## src/rtl/hmp_pkg.sv

```systemverilog
package hmp_pkg;

    typedef struct packed {
        logic recursive;    // bit 2
        logic shared_only;  // bit 1
        logic mappable;     // bit 0
    } mflags_t;

    typedef enum logic [1:0] {
        HOP_NONE        = 2'd0,
        HOP_SET_FLAGS   = 2'd1,
        HOP_MARK_MAPPED = 2'd2,
        HOP_CLEAR       = 2'd3
    } hop_e;

    function automatic logic is_migratable(input mflags_t f, input logic mapped);
        return f.mappable & f.shared_only & ~f.recursive & ~mapped;
    endfunction

endpackage

```

## src/rtl/hmp_heat_bank.sv

```systemverilog
module hmp_heat_bank #(
    parameter int NUM_METHODS = 16,
    parameter int HEAT_W      = 24,
    localparam int SEL_W      = $clog2(NUM_METHODS)
) (
    input  logic                              clk,
    input  logic                              rst,
    input  logic                              inc_en,
    input  logic [SEL_W-1:0]                  inc_sel,
    input  logic                              clr,
    input  logic                              map_en,
    input  logic [SEL_W-1:0]                  map_sel,
    output logic [NUM_METHODS-1:0][HEAT_W-1:0] heat_o,
    output logic [NUM_METHODS-1:0]            mapped_o
);
    localparam logic [HEAT_W-1:0] HEAT_MAX = '1;

    logic [NUM_METHODS-1:0][HEAT_W-1:0] heat_q;
    logic [NUM_METHODS-1:0]             mapped_q;

    for (genvar e = 0; e < NUM_METHODS; e++) begin : g_entry
        always_ff @(posedge clk) begin
            if (rst || clr) begin
                heat_q[e]   <= '0;
                mapped_q[e] <= 1'b0;
            end else begin
                if (inc_en && inc_sel == SEL_W'(e) && heat_q[e] != HEAT_MAX)
                    heat_q[e] <= heat_q[e] + HEAT_W'(1);
                if (map_en && map_sel == SEL_W'(e))
                    mapped_q[e] <= 1'b1;
            end
        end
    end

    assign heat_o   = heat_q;
    assign mapped_o = mapped_q;


    heat_step_chk: assert property (@(posedge clk) disable iff (rst)
        (inc_en && !clr && heat_q[inc_sel] != HEAT_MAX)
        |=> heat_q[$past(inc_sel)] == $past(heat_q[inc_sel]) + HEAT_W'(1));


    sat_hold_chk: assert property (@(posedge clk) disable iff (rst)
        (inc_en && !clr && heat_q[inc_sel] == HEAT_MAX)
        |=> heat_q[$past(inc_sel)] == HEAT_MAX);


    idle_stable_chk: assert property (@(posedge clk) disable iff (rst)
        (!inc_en && !clr) |=> $stable(heat_q));


    clear_zero_chk: assert property (@(posedge clk) disable iff (rst)
        clr |=> (heat_q == '0 && mapped_q == '0));

endmodule

```

## src/rtl/hmp_flag_bank.sv

```systemverilog
module hmp_flag_bank
    import hmp_pkg::*;
#(
    parameter int NUM_METHODS = 16,
    localparam int SEL_W      = $clog2(NUM_METHODS)
) (
    input  logic                        clk,
    input  logic                        rst,
    input  logic                        wr_en,
    input  logic [SEL_W-1:0]            wr_sel,
    input  mflags_t                     wr_flags,
    output mflags_t [NUM_METHODS-1:0]   flags_o
);
    mflags_t [NUM_METHODS-1:0] flags_q;

    for (genvar e = 0; e < NUM_METHODS; e++) begin : g_entry
        always_ff @(posedge clk) begin
            if (rst)
                flags_q[e] <= '0;
            else if (wr_en && wr_sel == SEL_W'(e))
                flags_q[e] <= wr_flags;
        end
    end

    assign flags_o = flags_q;

    // R12 (also R10: a clear leaves the flags alone)
    flags_hold_chk: assert property (@(posedge clk) disable iff (rst)
        !wr_en |=> $stable(flags_q));

endmodule

```

## src/rtl/hmp_best_finder.sv

```systemverilog
module hmp_best_finder
    import hmp_pkg::*;
#(
    parameter int NUM_METHODS = 16,
    parameter int HEAT_W      = 24,
    localparam int SEL_W      = $clog2(NUM_METHODS)
) (
    input  logic                               clk,
    input  logic                               rst,
    input  logic [NUM_METHODS-1:0][HEAT_W-1:0] heat_i,
    input  logic [NUM_METHODS-1:0]             mapped_i,
    input  mflags_t [NUM_METHODS-1:0]          flags_i,
    output logic                               cand_valid,
    output logic [SEL_W-1:0]                   cand_sel,
    output logic [HEAT_W-1:0]                  cand_heat
);
    logic [NUM_METHODS-1:0] elig;

    for (genvar e = 0; e < NUM_METHODS; e++) begin : g_elig
        assign elig[e] = is_migratable(flags_i[e], mapped_i[e]);
    end

    // Linear scan with strict compare: earlier (lower) index keeps ties.
    always_comb begin
        cand_valid = 1'b0;
        cand_sel   = '0;
        cand_heat  = '0;
        for (int e = 0; e < NUM_METHODS; e++) begin
            if (elig[e] && heat_i[e] > cand_heat) begin
                cand_valid = 1'b1;
                cand_sel   = SEL_W'(e);
                cand_heat  = heat_i[e];
            end
        end
    end

    for (genvar e = 0; e < NUM_METHODS; e++) begin : g_chk

        none_hotter_chk: assert property (@(posedge clk) disable iff (rst)
            cand_valid |-> !(elig[e] && heat_i[e] > cand_heat));

        tie_low_chk: assert property (@(posedge clk) disable iff (rst)
            (cand_valid && elig[e] && heat_i[e] == cand_heat) |-> cand_sel <= SEL_W'(e));

        empty_chk: assert property (@(posedge clk) disable iff (rst)
            !cand_valid |-> !(elig[e] && heat_i[e] != '0));
    end

endmodule

```

## src/rtl/hot_method_tracker.sv

```systemverilog
module hot_method_tracker
    import hmp_pkg::*;
#(
    parameter int NUM_METHODS = 16,
    parameter int HEAT_W      = 24,
    parameter int IDX_W       = 5,
    localparam int SEL_W      = $clog2(NUM_METHODS)
) (
    input  logic              clk,
    input  logic              rst,
    input  logic              fetch_valid,
    input  logic [IDX_W-1:0]  fetch_idx,
    input  logic [1:0]        host_op,
    input  logic [IDX_W-1:0]  host_idx,
    input  logic [2:0]        host_flags,
    output logic [HEAT_W-1:0] rd_heat,
    output logic [2:0]        rd_flags,
    output logic              rd_mapped,
    output logic              cand_valid,
    output logic [SEL_W-1:0]  cand_idx,
    output logic [HEAT_W-1:0] cand_heat
);
    hop_e op;
    logic fetch_in_range, host_in_range;
    logic [SEL_W-1:0] fetch_sel, host_sel;

    logic [NUM_METHODS-1:0][HEAT_W-1:0] heat;
    logic [NUM_METHODS-1:0]             mapped;
    mflags_t [NUM_METHODS-1:0]          flags;

    assign op             = hop_e'(host_op);
    assign fetch_in_range = int'(fetch_idx) < NUM_METHODS;
    assign host_in_range  = int'(host_idx) < NUM_METHODS;
    assign fetch_sel      = fetch_idx[SEL_W-1:0];
    assign host_sel       = host_idx[SEL_W-1:0];

    hmp_heat_bank #(.NUM_METHODS(NUM_METHODS), .HEAT_W(HEAT_W)) heat_bank_i (
        .clk      (clk),
        .rst      (rst),
        .inc_en   (fetch_valid && fetch_in_range),
        .inc_sel  (fetch_sel),
        .clr      (op == HOP_CLEAR),
        .map_en   (op == HOP_MARK_MAPPED && host_in_range),
        .map_sel  (host_sel),
        .heat_o   (heat),
        .mapped_o (mapped)
    );

    hmp_flag_bank #(.NUM_METHODS(NUM_METHODS)) flag_bank_i (
        .clk      (clk),
        .rst      (rst),
        .wr_en    (op == HOP_SET_FLAGS && host_in_range),
        .wr_sel   (host_sel),
        .wr_flags (mflags_t'(host_flags)),
        .flags_o  (flags)
    );

    hmp_best_finder #(.NUM_METHODS(NUM_METHODS), .HEAT_W(HEAT_W)) best_finder_i (
        .clk        (clk),
        .rst        (rst),
        .heat_i     (heat),
        .mapped_i   (mapped),
        .flags_i    (flags),
        .cand_valid (cand_valid),
        .cand_sel   (cand_idx),
        .cand_heat  (cand_heat)
    );

    always_comb begin
        rd_heat   = '0;
        rd_flags  = '0;
        rd_mapped = 1'b0;
        if (host_in_range) begin
            rd_heat   = heat[host_sel];
            rd_flags  = flags[host_sel];
            rd_mapped = mapped[host_sel];
        end
    end


    cand_qualified_chk: assert property (@(posedge clk) disable iff (rst)
        cand_valid |-> (flags[cand_idx].mappable && flags[cand_idx].shared_only
                        && !flags[cand_idx].recursive && !mapped[cand_idx]
                        && heat[cand_idx] == cand_heat && cand_heat != '0));


    empty_zero_chk: assert property (@(posedge clk) disable iff (rst)
        !cand_valid |-> (cand_idx == '0 && cand_heat == '0));


    reset_state_chk: assert property (@(posedge clk)
        $past(rst) |-> (!cand_valid && heat == '0 && mapped == '0 && flags == '0));

endmodule

```

## config.mk

```make
export PLATFORM = sky130hd
export DESIGN_NAME = hot_method_tracker
export DESIGN_NICKNAME = d
export VERILOG_FILES = /design/src/rtl/hmp_pkg.sv /design/src/rtl/hmp_heat_bank.sv /design/src/rtl/hmp_flag_bank.sv /design/src/rtl/hmp_best_finder.sv /design/src/rtl/hot_method_tracker.sv
export SDC_FILE = /design/constraint.sdc
export NUM_CORES = 2
export LEC_CHECK = 0
export BUFFER_PORTS_ARGS = -buffer_cell sky130_fd_sc_hd__buf_2
export CAP_MARGIN = 20
export CORE_AREA = 5 5 258 260
export DETAILED_ROUTE_END_ITERATION = 16
export DIE_AREA = 0 0 263 265
export MAX_ROUTING_LAYER = met4
export PLACE_DENSITY_LB_ADDON = 0.12
export RECOVER_POWER = 50
export SLEW_MARGIN = 15
export SYNTH_ARGS = -nofsm -noshare
export SYNTH_HDL_FRONTEND = slang
export SYNTH_SLANG_ARGS = --single-unit
```

## constraint.sdc

```tcl
create_clock -name clk -period 50 [get_ports clk]
set_input_delay 2.5 -clock clk [delete_from_list [all_inputs] [get_ports clk]]
set_output_delay 2.5 -clock clk [all_outputs]
set_load 0.01 [all_outputs]
```

Word-level counts from Yosys, hierarchy flattened
Index checks and enable logic that the tools add are counted.
{"block": "op_classes", "addsub": 16, "magnitude_cmp": 19, "eq_ne": 49, "n_mux": 56, "bitwise": 80, "n_reduce_logical": 86}
{"operator": "$mux 24", "n": 18}
{"operator": "$add 24x1->24 const B", "n": 16}
{"operator": "$ne 24x24->1 const B", "n": 16}
{"operator": "$gt 24x24->1", "n": 15}
{"operator": "$bmux 24 s4", "n": 1}
{"operator": "$logic_and 1x1->1", "n": 83}
{"operator": "$eq 4x4->1 const B", "n": 16}
{"operator": "$and 1x1->1", "n": 48}
{"operator": "$eq 4x3->1 const B", "n": 8}
{"operator": "$mux 4", "n": 8}
{"operator": "$not 1->1", "n": 32}
{"operator": "$gt 24x1->1 const B", "n": 1}
{"operator": "$mux 1", "n": 19}
{"operator": "$mux 3", "n": 6}
{"operator": "$eq 4x2->1 const B", "n": 4}
{"operator": "$bmux 3 s4", "n": 1}
{"operator": "$lt 5x5->1 const B", "n": 2}
{"operator": "$eq 4x1->1 const B", "n": 2}
{"operator": "$logic_not 4->1", "n": 2}
{"operator": "$lt 4x5->1 const B", "n": 1}
{"operator": "$bmux 1 s4", "n": 1}
{"operator": "$eq 2x2->1 const B", "n": 2}
{"operator": "$mux 2", "n": 2}
{"operator": "$eq 2x1->1 const B", "n": 1}
{"operator": "$logic_or 1x1->1", "n": 1}
{"block": "totals", "regBits": 448, "input_bits": 18, "output_inout_bits": 57, "elab_cells": 386}

Depth between registers and ports, before layout
{"block": "depth", "ltp_word": 50, "ltp_mapped": 245, "mapped_depth_nobuf": 228}

Modules after synthesis
Synthesis repeated with hierarchy kept, for this count alone.
{"block": "hier_totals", "hier_cells": 5116, "hier_area_um2": 40425.0}
{"mod": "hmp_heat_bank", "n_inst": 1, "cells_per_inst": 2375, "area_per_inst_um2": 19672.6, "seq_area_each_um2": 8007.7}
{"mod": "hmp_best_finder", "n_inst": 1, "cells_per_inst": 2074, "area_per_inst_um2": 14711.6, "seq_area_each_um2": 0.0}
{"mod": "hot_method_tracker", "n_inst": 1, "cells_per_inst": 485, "area_per_inst_um2": 4098.9, "seq_area_each_um2": 0.0}
{"mod": "hmp_flag_bank", "n_inst": 1, "cells_per_inst": 182, "area_per_inst_um2": 1941.9, "seq_area_each_um2": 960.9}

Least setup slack after synthesis
Ideal clock, no wire load.
{"block": "synth_path", "kind": "register -> output", "from": "register flag_bank_i.flags_q, in the netlist flag_bank_i.flags_o[0]", "to": "output cand_heat[12]", "arrival_time_ns": 35.978, "t_required_ns": 47.500, "setup_slack_ns": 11.522, "stages_incl_launch_ff": 213, "n_path_buf": 26, "path_cell_list": "dfxtp_1 nor4bb_1 clkbuf_1 o21a_1 clkbuf_1 nand2_1 ha_1 nand4_1 nor4_2 and4_1 o31ai_1 a31oi_4 buf_4 clkbuf_1 nand2_1 o21ai_0 inv_1 ha_1 [177 not listed] dlygate4sd1_1 a31o_1 ha_1 a21oi_1 nor2b_1 o21ai_0 nand2b_1 a21oi_1 nor2b_1 o21ai_0 nand2b_1 a21oi_1 o211ai_1 and3_1 clkbuf_1 clkbuf_1 mux2_2 a31oi_1"}
{"block": "synth_via", "elab_chain_cells": 50}
{"element": "from (decl)", "line_no": "hmp_flag_bank.sv:14", "text": "mflags_t [NUM_METHODS-1:0] flags_q;"}
{"element": "from (signal, indexed assignment)", "line_no": "hmp_flag_bank.sv:21", "text": "flags_q[e] <= wr_flags;"}
{"element": "$and 1x1->1 (*) (3 in a row)", "line_no": "hmp_pkg.sv:17", "text": "return f.mappable & f.shared_only & ~f.recursive & ~mapped;"}
{"element": "$logic_and 1x1->1 (*)", "line_no": "hmp_best_finder.sv:29", "text": "if (elig[e] && heat_i[e] > cand_heat) begin"}
{"element": "$mux 24 (*)", "line_no": "hmp_best_finder.sv:29"}
{"element": "$gt 24x24->1", "line_no": "hmp_best_finder.sv:29"}
{"element": "$logic_and 1x1->1", "line_no": "hmp_best_finder.sv:29"}
{"element": "$mux 24 (*)", "line_no": "hmp_best_finder.sv:29"}
{"element": "$gt 24x24->1", "line_no": "hmp_best_finder.sv:29"}
{"element": "$logic_and 1x1->1", "line_no": "hmp_best_finder.sv:29"}
{"element": "[32 not listed]"}
{"element": "$logic_and 1x1->1", "line_no": "hmp_best_finder.sv:29"}
{"element": "$mux 24 (*)", "line_no": "hmp_best_finder.sv:29"}
{"element": "$gt 24x24->1", "line_no": "hmp_best_finder.sv:29"}
{"element": "$logic_and 1x1->1", "line_no": "hmp_best_finder.sv:29"}
{"element": "$mux 24 (*)", "line_no": "hmp_best_finder.sv:29"}
{"element": "$gt 24x24->1", "line_no": "hmp_best_finder.sv:29"}
{"element": "$logic_and 1x1->1", "line_no": "hmp_best_finder.sv:29"}
{"element": "$mux 24 (*)", "line_no": "hmp_best_finder.sv:29"}
{"element": "to (decl)", "line_no": "hot_method_tracker.sv:21", "text": "output logic [HEAT_W-1:0] cand_heat"}
Every way passes the cells marked *; elsewhere a longest branch is shown, timed or not.

Worst setup path after layout
{"block": "layout_path", "from": "register flag_bank_i.flags_q, in the netlist flag_bank_i.flags_o[0]", "to": "output cand_valid"}
{"block": "layout_via", "elab_chain_cells": 50, "word_cells_on_any_way": 65, "cone_classes": "order compare: 15; mux: 31; bitwise: 3; reduce/logical: 16"}
{"element": "$and 1x1->1 (*) (3 in a row)", "line_no": "hmp_pkg.sv:17"}
{"element": "$logic_and 1x1->1 (*)", "line_no": "hmp_best_finder.sv:29"}
{"element": "$mux 24", "line_no": "hmp_best_finder.sv:29"}
{"element": "$gt 24x24->1", "line_no": "hmp_best_finder.sv:29"}
{"element": "$logic_and 1x1->1", "line_no": "hmp_best_finder.sv:29"}
{"element": "$mux 24", "line_no": "hmp_best_finder.sv:29"}
{"element": "$gt 24x24->1", "line_no": "hmp_best_finder.sv:29"}
{"element": "$logic_and 1x1->1", "line_no": "hmp_best_finder.sv:29"}
{"element": "[32 not listed]"}
{"element": "$logic_and 1x1->1", "line_no": "hmp_best_finder.sv:29"}
{"element": "$mux 24", "line_no": "hmp_best_finder.sv:29"}
{"element": "$gt 24x24->1", "line_no": "hmp_best_finder.sv:29"}
{"element": "$logic_and 1x1->1", "line_no": "hmp_best_finder.sv:29"}
{"element": "$mux 24", "line_no": "hmp_best_finder.sv:29"}
{"element": "$gt 24x24->1", "line_no": "hmp_best_finder.sv:29"}
{"element": "$logic_and 1x1->1", "line_no": "hmp_best_finder.sv:29"}
{"element": "$mux 1 (*)", "line_no": "hmp_best_finder.sv:29"}
{"element": "to (decl)", "line_no": "hot_method_tracker.sv:19", "text": "output logic cand_valid,"}
Marks and branches as above.

==> results.md <==
* Post-synthesis to final-layout area growth at 7.92%
* Start point of the worst hold path: flag_bank_i.flags_o[18]$_SDFFE_PP0P_
* Placer Congestion at 1.00
* Hold WS at 468 ps
* Family with the most delay on the worst path: compound AO/OA/AOI/OAI gates
* Number of hold-slack violations in the final timing report at 0
* Drt drc at 0
* Total power at 0.000803 W
* Category of the most critical setup path: flop to output port
* Most used standard cells in the synthesized netlist: sky130_fd_sc_hd__nor2_1, sky130_fd_sc_hd__dfxtp_1, sky130_fd_sc_hd__nand2_1
* Leftover overflow at the end of global routing at 0
* Startpoint of the most critical setup path: flag_bank_i.flags_o[0]$_SDFFE_PP0P_
* Storage element area at 8970 um^2
* CTS H-tree depth at 2
* Required arrival time at the worst endpoint at 47,500 ps
* Worst supply voltage drop on vdd at 0.0266 mV
* Net total in the final layout at 4,769
* Total number of yosys warnings at 0
* Cell type with the largest total area after synthesis: sky130_fd_sc_hd__dfxtp_1
* Leakage power at 15.2 nW
* Ports at 75
* Summed area of non-filler cells in the final layout at 39,600 um^2
* CP dominant cell by count: sky130_fd_sc_hd__o21ai_0
* Pin count of the biggest net entering global routing at 218
* Number of buffers created by CTS at 53
* Fill cell count at 5,718
* Number of max-slew violations in the final report at 356
* Leading post-synthesis cells by cell area: sky130_fd_sc_hd__dfxtp_1, sky130_fd_sc_hd__ha_1, sky130_fd_sc_hd__mux4_2, sky130_fd_sc_hd__nor2_1, sky130_fd_sc_hd__xor2_1
* Slew at the pin closest to its max-slew limit at 9940 ps
* Number of flops mapped to enable cells by yosys at 0
* Total standard cell area after synthesis at 36,700 um^2
* Yosys reg bits at 448
* Most frequently used cell type in the post-synthesis netlist: sky130_fd_sc_hd__nor2_1
* Worst clock skew at 12.6 ps
* Slowest stage cell on the critical path: sky130_fd_sc_hd__a211oi_4
* Area inside the core boundary at 63,900 um^2
* Count of TritonRoute iterations in the first routing pass at 6
* Final setup margin at 3860 ps
* Violations in the final reports: max-capacitance violations, max-slew violations
* Top flip-flop cell by instance count after synthesis: sky130_fd_sc_hd__dfxtp_1
* Worst-Skew Late Latency at 620 ps
* GRT Overall Usage at 34.4%
* DIE WIDTH at 263 um
* Via/cell ratio at 6.20
* Detail-routed net length per standard cell at 23.1 um
* RSZ-0062 raised after global routing: no
* Nets in the synthesized netlist at 4,780
* Tightest Hold Check Type: flop to flop
* HPWL reported at the end of detailed placement at 95,500 um
* Critical path peak fanout at 49
* Run status: finished, violations left
* Rel. slew slack at -562%
* Wire length of the first global-routing pass at 185,000 um
* TNS Setup at 0 ps
* Quantity of I/O buffers inserted on ports at 74
* Signal arrival time at the worst endpoint at 43,640 ps
* Detailed-route wire length at 122,000 um
* Total of max-cap violations at 3
* Sequential element share of the synthesized area at 24.5%
* Via count of the first global-routing pass at 30.6k
* Multi-input gate area at 25,900 um^2
* FP Rows at 93
* Initial antenna violation count at 7
* Peak clock frequency supported by timing at 21.7 MHz
* Cell Area, Placed at 37,600 um^2
* DIE HEIGHT at 265 um
* Final setup violation count at 0
* Starting DRC count in detailed routing at 3,338
* Share of Yosys cell area claimed by the top area cell type at 24.5%
* Worst Setup Start Kind: flop
* Final antenna-violating net count at 0
* Total via count after detailed routing at 32.8k
* Area of the die at 69,700 um^2
* Clock Path Buffers at 3
* Final worst path period share at 92.3%
* Yosys cell types at 87
* Post-synthesis instance total at 4,397
* Effective utilization at floorplan at 57.4%
* Type of element capturing the critical path: output port
* Clk slew on worst S/H paths at 60 ps
* Highest cell delay on the worst timing path at 690 ps
* Fraction of layout instances using a drive strength above 1 at 11.9%
* Fraction of registers with async set/reset at 0%
* Clock Sink Count at 448
* Buf+Inv Stages, Crit Path at 22
* Clock period minus worst slack at 46,140 ps
* Root cell of the clock tree: sky130_fd_sc_hd__clkbuf_16
* Minimum setup slack after placement at 3000 ps
* Worst r2r src: heat_bank_i.heat_o[294]$_SDFFE_PP0P_
* Mean cell area of the mapped netlist at 8.34 um^2
* Power density normalized to cell area at 20.3 nW/um^2
* Clock tree from TritonCTS: done
## through the flow
stage / utilization (%) / std cells
after CTS: 61.8 / 5277
after global routing: 61.9 / 5287
after detailed placement: 58.9 / 5179
after global placement: 58.9 / 5178
final: 61.9 / 5287
after floorplan: - / 4397
## cell type report
class | count | area share, %
repair buffers | 104 | 1.57
inverters | 311 | 2.95
well taps | 855 | 2.70
clock buffers | 74 | 3.96
multi-input cells | 3468 | 65.4
flip-flops and latches | 448 | 22.7
diodes | 3 | 0.0190
clock inverters | 24 | 0.765
## kinds of logic after synthesis
kind of cell	Yosys count	synth area share [%]
AND/OR/NAND/NOR	1739	23.2
AO/OA/AOI/OAI	623	10.3
buffers and inverters	483	5.22
flip-flops	448	24.5
multiplexers	403	16.3
adder cells (fa/ha/maj)	367	12.5
XOR/XNOR	334	7.98
## flip-flops by register name, summed over array words and instances (netlist names)
register	flops
heat_bank_i.heat_o	384
heat_bank_i.mapped_o	16
flag_bank_i.flags_o	48
## power by group
| group | switching, W | internal, W | leakage [nW] | total (W) |
|---|---|---|---|---|
| logic | 0.0000188 | 0.00000648 | 10.7 | 0.0000253 |
| registers | 0.000000418 | 0.000357 | 3.61 | 0.000358 |
| clock network | 0.000171 | 0.000250 | 0.903 | 0.000420 |
## layout by cell type (no fill, tap or decap), types with 10 or more instances in the layout
master,synthesis,final
sky130_fd_sc_hd__nor2b_1,113,113
sky130_fd_sc_hd__inv_1,311,311
sky130_fd_sc_hd__buf_4,14,28
sky130_fd_sc_hd__clkbuf_1,116,10
sky130_fd_sc_hd__mux2i_1,103,103
sky130_fd_sc_hd__o21a_1,19,19
sky130_fd_sc_hd__a31oi_1,36,36
sky130_fd_sc_hd__a31o_1,22,22
sky130_fd_sc_hd__nand4_1,156,156
sky130_fd_sc_hd__mux4_2,140,140
sky130_fd_sc_hd__xor2_1,214,214
sky130_fd_sc_hd__nand2b_1,62,62
sky130_fd_sc_hd__and2_1,40,37
sky130_fd_sc_hd__or3_1,61,61
sky130_fd_sc_hd__mux2_2,141,141
sky130_fd_sc_hd__mux2_1,19,19
sky130_fd_sc_hd__or2_2,20,20
sky130_fd_sc_hd__and4_1,19,19
sky130_fd_sc_hd__nor4_1,31,31
sky130_fd_sc_hd__o21ai_0,173,173
sky130_fd_sc_hd__buf_2,16,70
sky130_fd_sc_hd__o31ai_1,10,10
sky130_fd_sc_hd__nand2_1,377,376
sky130_fd_sc_hd__clkbuf_16,0,55
sky130_fd_sc_hd__clkbuf_8,0,12
sky130_fd_sc_hd__nor3_1,39,38
sky130_fd_sc_hd__or2_1,12,12
sky130_fd_sc_hd__a21o_1,54,54
sky130_fd_sc_hd__and3_1,61,61
sky130_fd_sc_hd__a21oi_1,233,231
sky130_fd_sc_hd__nor2_1,538,537
sky130_fd_sc_hd__nand3_1,167,167
sky130_fd_sc_hd__dfxtp_1,448,448
sky130_fd_sc_hd__xnor2_1,120,120
sky130_fd_sc_hd__ha_1,365,365
## worst register-to-register path: stages (launching register included)
cell	delay, ps
sky130_fd_sc_hd__dfxtp_1	380
sky130_fd_sc_hd__and3_1	220
sky130_fd_sc_hd__and3_1	230
sky130_fd_sc_hd__and4_1	220
sky130_fd_sc_hd__nand2_1	160
sky130_fd_sc_hd__nor3_1	70
sky130_fd_sc_hd__nor3b_1	790
sky130_fd_sc_hd__nand2_1	380
sky130_fd_sc_hd__nor3_1	720
sky130_fd_sc_hd__nand3_1	190
sky130_fd_sc_hd__xor2_1	160
sky130_fd_sc_hd__nor2_1	50
## per-layer routing
layer | up-vias | track usage, % | part of all wire, %
met4 | 0 | 16.5 | 5.8
met2 | 1227 | 55.0 | 46
met5 | - | - | 0
li1 | 15600 | - | -
met3 | 301 | 4.85 | 7.3
met1 | 15700 | 43.2 | 41
## final timing paths
kind,end,slack [ps],cells past startpoint
worst max-delay path,cand_valid,3860,209
worst min-delay path,flag_bank_i.flags_o[18]$_SDFFE_PP0P_,470,2
worst max register to register,heat_bank_i.heat_o[308]$_SDFFE_PP0P_,45980,11
worst min register to register,flag_bank_i.flags_o[18]$_SDFFE_PP0P_,470,2
## timing repair
item / in CTS / in global routing
resized for setup: 0 / 3
buffers inserted: 0 / 3
hold buffers: 0 / 0
setup endpoints to repair: 0 / 29
Note: power is estimated with default switching activity, not from simulation.
